[src/rtl/cdq_pkg.sv]
package cdq_pkg;
  // Bits needed to hold values 0..n inclusive
  function automatic int cdq_width(input int n);
    return (n < 1) ? 1 : $clog2(n + 1);
  endfunction
endpackage

[src/rtl/cdq_edge_sync.sv]
module cdq_edge_sync #(
  parameter int SYNC_STAGES = 2
) (
  input  logic clk,
  input  logic rst,
  input  logic din,
  output logic rise
);
  logic [SYNC_STAGES-1:0] sync_q;
  logic                   last_q;

  generate
    if (SYNC_STAGES == 1) begin : g_one
      always_ff @(posedge clk) begin
        if (rst) sync_q <= '0;
        else     sync_q <= din;
      end
    end else begin : g_chain
      always_ff @(posedge clk) begin
        if (rst) sync_q <= '0;
        else     sync_q <= {sync_q[SYNC_STAGES-2:0], din};
      end
    end
  endgenerate

  always_ff @(posedge clk) begin
    if (rst) last_q <= 1'b0;
    else     last_q <= sync_q[SYNC_STAGES-1];
  end

  assign rise = sync_q[SYNC_STAGES-1] & ~last_q;
endmodule

[src/rtl/cdq_gap_timer.sv]
module cdq_gap_timer #(
  parameter int GAP_CYCLES = 1152,
  parameter int TW         = cdq_pkg::cdq_width(GAP_CYCLES)
) (
  input  logic clk,
  input  logic rst,
  input  logic restart,
  output logic expired
);
  localparam logic [TW-1:0] LIMIT = TW'(GAP_CYCLES);

  logic [TW-1:0] elapsed_q;

  // Cycles since the last counted edge, saturating at the limit
  always_ff @(posedge clk) begin
    if (rst)                    elapsed_q <= '0;
    else if (restart)           elapsed_q <= '0;
    else if (elapsed_q != LIMIT) elapsed_q <= elapsed_q + TW'(1);
  end

  assign expired = (elapsed_q == LIMIT);
endmodule

[src/rtl/cdq_run_counter.sv]
module cdq_run_counter #(
  parameter int RUN_LEN = 4,
  parameter int CW      = cdq_pkg::cdq_width(RUN_LEN)
) (
  input  logic          clk,
  input  logic          rst,
  input  logic          rx_mode,
  input  logic          edge_in,
  input  logic          timeout,
  output logic [CW-1:0] count,
  output logic          qualified
);
  localparam logic [CW-1:0] FULL = CW'(RUN_LEN);

  logic [CW-1:0] count_q;
  logic [CW-1:0] count_d;
  logic          qual_q;

  always_comb begin
    if (!rx_mode)            count_d = '0;
    else if (edge_in) begin
      if (timeout)           count_d = CW'(1);
      else if (count_q == FULL) count_d = FULL;
      else                   count_d = count_q + CW'(1);
    end
    else if (timeout)        count_d = '0;
    else                     count_d = count_q;
  end

  always_ff @(posedge clk) begin
    if (rst) begin
      count_q <= '0;
      qual_q  <= 1'b0;
    end else begin
      count_q <= count_d;
      qual_q  <= rx_mode && (count_d == FULL);
    end
  end

  assign count     = count_q;
  assign qualified = qual_q;
endmodule

[src/rtl/carrier_qual.sv]
module carrier_qual #(
  parameter int RUN_LEN     = 4,
  parameter int GAP_CYCLES  = 1152,
  parameter int SYNC_STAGES = 2
) (
  input  logic clk,
  input  logic rst,
  input  logic rts_n,
  input  logic cmp_in,
  output logic carrier_ok
);
  localparam int CNT_W = cdq_pkg::cdq_width(RUN_LEN);
  localparam int GAP_W = cdq_pkg::cdq_width(GAP_CYCLES);

  logic             edge_pulse;
  logic             gap_expired;
  logic [CNT_W-1:0] run_cnt;

  cdq_edge_sync #(.SYNC_STAGES(SYNC_STAGES)) u_sync (
    .clk  (clk),
    .rst  (rst),
    .din  (cmp_in),
    .rise (edge_pulse)
  );

  cdq_gap_timer #(.GAP_CYCLES(GAP_CYCLES), .TW(GAP_W)) u_gap (
    .clk     (clk),
    .rst     (rst),
    .restart (edge_pulse),
    .expired (gap_expired)
  );

  cdq_run_counter #(.RUN_LEN(RUN_LEN), .CW(CNT_W)) u_run (
    .clk       (clk),
    .rst       (rst),
    .rx_mode   (rts_n),
    .edge_in   (edge_pulse),
    .timeout   (gap_expired),
    .count     (run_cnt),
    .qualified (carrier_ok)
  );
endmodule

[config.mk]
export PLATFORM = sky130hd
export DESIGN_NAME = carrier_qual
export DESIGN_NICKNAME = d
export VERILOG_FILES = /design/src/rtl/cdq_pkg.sv /design/src/rtl/cdq_edge_sync.sv /design/src/rtl/cdq_gap_timer.sv /design/src/rtl/cdq_run_counter.sv /design/src/rtl/carrier_qual.sv
export SDC_FILE = /design/constraint.sdc
export NUM_CORES = 1
export LEC_CHECK = 0
export BUFFER_PORTS_ARGS = -buffer_cell sky130_fd_sc_hd__buf_2
export CAP_MARGIN = 15
export CORE_MARGIN = 10
export CORE_UTILIZATION = 56
export CTS_CLUSTER_DIAMETER = 40
export CTS_CLUSTER_SIZE = 20
export DETAILED_ROUTE_END_ITERATION = 10
export GPL_ROUTABILITY_DRIVEN = 0
export PLACE_DENSITY = 0.72
export SLEW_MARGIN = 20
export SYNTH_ARGS = -nofsm -noshare
export SYNTH_HDL_FRONTEND = slang
export SYNTH_SLANG_ARGS = --single-unit
[constraint.sdc]
create_clock -name clk -period 2.3 [get_ports clk]
set_clock_uncertainty 0.2 [all_clocks]
set_input_delay 0.115 -clock clk [delete_from_list [all_inputs] [get_ports clk]]
set_output_delay 0.115 -clock clk [all_outputs]
set_load 0.05 [all_outputs]
### Word-level counts from Yosys, hierarchy flattened

Index checks and enable logic that the tools add are counted.

* register bits after elaboration: 18
* input bits: 4
* word-level logic and storage cells: 20

* add/sub/neg operators: 2
* equality and inequality tests: 4
* multiplexer cells: 5
* bitwise operators: 2
* reduce and logical (&&, ||, !) cells: 2

Operator list (count)
* $mux W3: 5
* $add A11 B1 Y11 const B: 1
* $eq A11 B11 Y1 const B: 1
* $ne A11 B11 Y1 const B: 1
* $eq A3 B3 Y1 const B: 2
* $add A3 B1 Y3 const B: 1
* $reduce_or A2 Y1: 1
* $and A1 B1 Y1: 1
* $logic_and A1 B1 Y1: 1
* $not A1 Y1: 1

### Longest topological paths before layout

Gate-level depths: netlist of run 1.

* depth in word-level cells: 7
* depth in mapped cells: 7
* mapped depth without buffers: 6

### By module

A second synthesis of run 1 with hierarchy kept.

* cell total of the unflattened synthesis: 89
* area total of the unflattened synthesis: 844.6 µm²

By module, submodules not included
* cdq_gap_timer: times used 1, cells an instance 62, area an instance 554.3 µm², seq. area each 220.2 µm²
* cdq_run_counter: times used 1, cells an instance 20, area an instance 202.7 µm², seq. area each 80.1 µm²
* cdq_edge_sync: times used 1, cells an instance 7, area an instance 87.6 µm², seq. area each 60.1 µm²

### Worst setup path after synthesis of run 1

OpenSTA, ideal clock, no wires.

* path type: reg2reg
* from: reg u_gap.elapsed_q[0]
* to: reg u_run.qual_q, in the netlist u_run.qualified
* setup time: 79 ps
* data arrival time: 1635 ps
* required time: 2021 ps
* setup slack: 385 ps
* stages on the path, launching flop included: 8
* period minus slack after synthesis: 1915 ps
* path through: dfxtp_1 inv_1 ha_1 nor4bb_1 and3_1 buf_6 or4b_4 a211oi_2

* word-level cells in the longest chain between the ends: 6
* elaborated cells between the ends (all ways): 7
* those cells by class: eq/ne (2); mux (4); reduce/logical (1)

RTL lines
* from (decl): line cdq_gap_timer.sv:12 `logic [TW-1:0] elapsed_q;`
* from (signal assigned): line cdq_gap_timer.sv:18 `else if (elapsed_q != LIMIT) elapsed_q <= elapsed_q + TW'(1);`
* $eq A11 B11 Y1 *: line cdq_gap_timer.sv:21 `assign expired = (elapsed_q == LIMIT);`
* $mux W3, on equally long branches: line cdq_run_counter.sv:26, cdq_run_counter.sv:22
* $mux W3 *: line cdq_run_counter.sv:21 `else if (edge_in) begin`
* $mux W3 *: line cdq_run_counter.sv:20 `if (!rx_mode) count_d = '0;`
* $eq A3 B3 Y1 *: line cdq_run_counter.sv:36 `qual_q <= rx_mode && (count_d == FULL);`
* $logic_and A1 B1 Y1 *: line cdq_run_counter.sv:36
* to (signal assigned): line cdq_run_counter.sv:36
* to (decl): line cdq_run_counter.sv:17 `logic qual_q;`

Every way passes the cells marked *; elsewhere a longest branch is shown, timed or not.
A chain may end at the register's enable or synchronous reset.

### Worst setup path after layout of run 1

Same ends and word-level chain as after synthesis.

==> results of run 1 <==
-- logic make-up after synthesis --
group / Yosys count
simple gates: 38
flops: 18
buf+inv: 10
xor+xnor: 8
compound gates: 7
mux: 4
fa+ha+maj: 4
-- flip-flops by register name, indices dropped and copies added, names as in the netlist --
register / count
u_gap.elapsed_q: 11
u_sync.sync_q: 2
u_sync.last_q: 1
u_run.qualified: 1
u_run.count: 3
-- worst max-delay path, delay by kind of cell (launching register included) --
| kind | cells | cell delay [ns] |
|---|---|---|
| DFF | 1 | 0.36 |
| and+or+nand+nor | 3 | 0.99 |
| AOI/OAI and AO/OA | 1 | 0.14 |
| adders and majority gates | 1 | 0.19 |
| buffers and inverters | 1 | 0.07 |
-- area by class of cell --
cell class | count | area, um2
well taps | 15 | 18.8
inverters | 8 | 30.0
flip-flops and latches | 18 | 360
multi-input cells | 61 | 422
fillers | 129 | 437
clock buffers | 3 | 22.5
repair buffers | 8 | 60.1
-- metrics by stage --
stage,power [uW],utilization,hold WS [ns]
finish,509,0.677,0.251
global route,532,0.677,0.267
CTS,512,0.677,0.256
detailed placement,361,0.630,0.131
global placement,359,0.630,0.130
floorplan,351,-,-0.0134
-- cell usage after synthesis --
cell      count  area share
nor4bb_1      2       0.024
nor2_1        8       0.036
inv_1         8       0.036
nand3b_1      1      0.0091
mux2_2        1       0.014
or4b_4        1       0.017
or3_1         1      0.0076
o21ai_0       1      0.0060
a31oi_1       2       0.015
a211oi_2      1       0.015
nor2b_1       4       0.030
and3b_1       1       0.011
xnor2_1       6       0.064
nor4_1        2       0.015
xor2_1        2       0.021
nand2b_1      3       0.023
dfxtp_1      18        0.44
mux2i_1       3       0.036
o22ai_1       1      0.0076
nor3_1        6       0.036
a21oi_1       2       0.012
clkbuf_1      1      0.0045
buf_6         1       0.014
ha_1          4       0.061
nand3_1       4       0.024
nand2_1       4       0.018
and3_1        1      0.0076
-- per-layer routing --
layer,up-vias,routed length [um]
met1,274,729
met3,4,39
li1,318,-
met4,0,25
met2,8,619
met5,-,0
-- repair_timing --
action / CTS / global route
resized for setup: 0 / 0
endpoints found under the hold margin: 7 / 0
hold buffers: 4 / 0
-- path summary, 6_finish.rpt --
kind                                         start  cells past startpoint               end
worst max register to register  u_gap.elapsed_q[0]                      6   u_run.qualified
worst min-delay path              u_sync.sync_q[0]                      1  u_sync.sync_q[1]
worst max-delay path            u_gap.elapsed_q[0]                      6   u_run.qualified
worst min register to register    u_sync.sync_q[0]                      1  u_sync.sync_q[1]
-- power by group through the flow --
stage                     Clock (uW)  Sequential, uW  Combinational (uW)
after CTS                        153             323                35.6
after global placement             0             330                28.7
final                            150             323                35.3
after floorplan                    0             330                21.4
after global routing             167             325                41.1
after detailed placement           0             331                29.9
==> results.yml, run 1 <==
outcome:
  outcome: "finished clean"
sta:
  relSlewSlack: 0.696
  setup_slack_ns: 0.283
  timing.final.crit_share: 0.877
  rsz0062_at_grt: "false"
  finalSetupViolations: 0
  tightest_slew_ns: 0.452
  hold_viol_final: 0
  drv_slew: 0
  fmax_mhz: 496
  min_period_ns: 2.02
  tns_ns: 0
placed_design:
  port-buffer-count: 4
  placed_area_um2: 851
  pre_cts_ws_ns: 0.310
  dp_cells: 106
  place_hpwl_mm: 1.05
detailed_routing:
  wl_per_cell_um: 12.5
  wirelength_mm: 1.41
  final_antenna_net_count: 0
  drt_iter0_drc: 8
  drt-pass1-iter-count: 4
  vias_per_cell: 5.35
  via_count: 604
  drc: 0
pwr:
  clockPowerShare: 0.295
  power.switching_uw: 112
  p_int_uw: 397
  swShare: 0.219
  leakage_uw: 0.000349
  powerDensity_nw_per_um2: 557
  p_seq_frac: 0.636
  vdd_drop_max_mv: 0.319
  pwr-share-comb: 0.069
final_layout:
  antenna_cells: 0
  final_common_cell: "dfxtp_1"
  instances_no_fill: 113
  fin_area_um2: 913
  area_growth_pct: 10.4
  drive_gt1_frac: 0.102
  final_cell_mix: "dfxtp_1, inv_1, nor2_1"
  nets: 108
global_route:
  grt_pass1_vias: 657
  antenna_found_initial: 0
  grt_util_all_layers: 0.0943
  grt_pass1_wl_mm: 2.60
  grt.met3_usage: 0.0193
  use_met2: 0.153
  gr-usage-met1: 0.113
  grt_overflow: 0
  grt-busiest-layer: "met2"
  grt_max_degree: 12
cts:
  tritoncts: "built"
  cts_buffer_depth: 2
  cts_sinks: 18
  root_buffer: "clkbuf_4"
  path_clk_slew_ns: 0.09
  numCtsBuffers: 3
  htree_levels: 1
  postCtsSetupRepairBufs: 0
  worst_skew_pair.late_latency_ns: 0.29
setup_path:
  end_kind: "register"
  r2r_slack_ns: 0.28
  crit_chain: "inv_1 > ha_1 > nor4bb_1 > and3_1 > or4b_4 > a211oi_2"
  slowest_delay_ns: 0.56
  cp_max_fo: 8
  cp.required_ns: 2.32
  crit_arrival_ns: 2.04
  slowest_stage: "or4b_4"
  crit_path_start_kind: "register"
  crit_type: "reg2reg"
logic_synthesis:
  netlist_instances: 89
  synth_fa_ha_area_frac: 0.0605
  ys_seq_elements: 18
  syn-cell-area_um2: 827
  yosysWarnings: 0
  syn-num-nets: 97
  muxShareOfSynthArea: 0.0499
  synth-compound-area-share: 0.0560
  yosysSeqAreaShare: 0.436
  synth_xor_area_frac: 0.0847
  synth_top_family_by_area: "simple AND/OR/NAND/NOR gates"
  synth_simple_gate_area_frac: 0.259
  synth.avg_cell_area_um2: 9.29
  ys_types: 27
floorplanning:
  die_h_um: 58.4
  dieArea_um2: 3410
  num_io_pins: 5
  fp.dieW_um: 58.4
  start_util: 0.613
  coreArea_um2: 1350
  row_count: 13
job:
  max_cap_violations: 0
worst_hold_path:
  hold_path_class: "reg2reg"
Power figures use the tool's default switching activity.
==> run 2, diff against run 1 <==
CORE_UTILIZATION = 46   (was 56)
PLACE_DENSITY = 0.61   (was 0.72)
==> run 2 against run 1 <==
  * Highest routed layer unchanged
  * Hold slack lost 0.0045 ns
  * Routed wire length is 2.8% lower
  * Sequential cell count unchanged
  * Non-clock buffer count is the same
  * Register-to-register slack is essentially flat
  * Via count fell by 2.6%
  * Count of clock-buffer cells in the layout is 1 higher
  * Setup slack got worse by 0.0052 ns
  * Design area is 2.9% higher
  * First-iteration DRC count rose to 3.0 times the previous value
  * Maximum frequency is 0.26% lower
==> results.yml, run 2 (synthesized netlist as in run 1, its figures left out) <==
setup_path:
  cp.required_ns: 2.31
  reg2reg_to: "u_run.qualified"
  crit_path_start_kind: "register"
  end_kind: "register"
  crit_arrival_ns: 2.03
  crit_chain: "inv_1 > ha_1 > nor4bb_1 > and3_1 > or4b_4 > a211oi_2"
  worstPathBufferInverterCount: 1
  r2r_slack_ns: 0.28
  slowest_stage: "or4b_4"
  slowest_delay_ns: 0.56
  reg2reg_depth: 6
  cp_max_fo: 8
  rr_startpoint: "u_gap.elapsed_q[0]"
  critPathLaunch: "u_gap.elapsed_q[0]"
  critPathTopFamily: "simple AND/OR/NAND/NOR gates"
  critical_path_depth: 6
  crit_type: "reg2reg"
worst_hold_path:
  hold_depth: 1
  hp-start: "u_sync.sync_q[0]"
  min_to: "u_sync.sync_q[1]"
  hold_path_class: "reg2reg"
pwr:
  pwr-share-comb: 0.063
  vdd_drop_max_mv: 0.397
  finalPower_uw: 547
  clockPowerShare: 0.346
  p_seq_frac: 0.591
  powerDensity_nw_per_um2: 583
  leakage_uw: 0.000356
  swShare: 0.210
  power.switching_uw: 115
  p_int_uw: 432
final_layout:
  nets: 108
  instances_no_fill: 124
  largest_reg_flops: 11
  top_register: "u_gap.elapsed_q"
  final_common_cell: "dfxtp_1"
  seqCellArea_um2: 360
  drive_gt1_frac: 0.111
  final_core_util: 0.550
  multiInputGateArea_um2: 422
  area_growth_pct: 13.6
  final_cell_mix: "dfxtp_1, inv_1, nor2_1"
  antenna_cells: 0
  fillers: 157
floorplanning:
  die_h_um: 62.4
  start_util: 0.484
  dieArea_um2: 3890
  num_io_pins: 5
  row_count: 15
  coreArea_um2: 1710
  fp.dieW_um: 62.4
detailed_routing:
  wirelength_mm: 1.37
  wl_per_cell_um: 11.1
  vias_per_cell: 4.74
  drt_iter0_drc: 24
  via_count: 588
  drc: 0
  final_antenna_net_count: 0
  drt-pass1-iter-count: 4
cts:
  path_clk_slew_ns: 0.10
  root_buffer: "clkbuf_4"
  postCtsSetupRepairBufs: 0
  htree_levels: 1
  postCtsHoldBufs: 4
  cts_sinks: 18
  cts_buffer_depth: 2
  numCtsBuffers: 3
  worst_skew_pair.late_latency_ns: 0.28
  ctsResizeCount: 0
  tritoncts: "built"
sta:
  tightest_slew_ns: 0.480
  fmax_mhz: 495
  timing.final.crit_share: 0.879
  relSlewSlack: 0.677
  setup_slack_ns: 0.278
  finalSetupViolations: 0
  hold_viol_final: 0
  rsz0062_at_grt: "false"
  drv_slew: 0
  tns_ns: 0
  min_period_ns: 2.02
placed_design:
  dp_cells: 116
  pre_cts_ws_ns: 0.297
  place_hpwl_um: 999
  port-buffer-count: 4
global_route:
  grt_util_all_layers: 0.0730
  grt_pass1_wl_mm: 2.40
  grt_max_degree: 12
  antenna_found_initial: 0
  grt_overflow: 0
  grt_pass1_vias: 567
job:
  max_cap_violations: 0
outcome:
  outcome: "finished clean"
run 2: cell count changes in the layout (fill, tap and decap cells not counted), sizes merged:
cell,before,now
clkbuf,3,4
run 2: final cells by class:
type | instances | area share
Sequential cell | 18 | 0.383
Clock buffer | 4 | 0.0386
Inverter | 8 | 0.0320
Multi-Input combinational cell | 61 | 0.449
Timing Repair Buffer | 8 | 0.0639
Tap cell | 25 | 0.0333
run 2: worst max-delay path by stage:
stage	to	slack [ns]
5_1_grt	u_run.qualified	0.09
4_1_cts	u_run.qualified	0.28
6_report	u_run.qualified	0.28
3_5_place_dp	u_run.qualified	0.30
2_1_floorplan	u_run.qualified	0.39
3_3_place_gp	u_run.qualified	0.36
run 2: power groups by stage:
stage | clock network, uW | logic (uW) | registers (uW)
6_report | 189 | 34.4 | 324
5_1_grt | 210 | 38.9 | 325
4_1_cts | 198 | 34.8 | 324
3_5_place_dp | 0 | 29.3 | 331
3_3_place_gp | 0 | 29.1 | 331
2_1_floorplan | 0 | 21.4 | 330
run 2: metal layers:
| metal | share of wire | global-route usage | vias to the layer above |
|---|---|---|---|
| met4 | 0.021 | 0.0335 | 0 |
| li1 | - | - | 320 |
| met2 | 0.41 | 0.106 | 9 |
| met1 | 0.54 | 0.0987 | 255 |
| met3 | 0.028 | 0.0161 | 4 |
| met5 | 0 | 0 | - |
run 2: through the flow:
| step | hold WS [ns] | area [um2] |
|---|---|---|
| floorplan | -0.0134 | 827 |
| global placement | 0.130 | 863 |
| detailed placement | 0.135 | 863 |
| CTS | 0.253 | 940 |
| global route | 0.268 | 940 |
| finish | 0.247 | 940 |
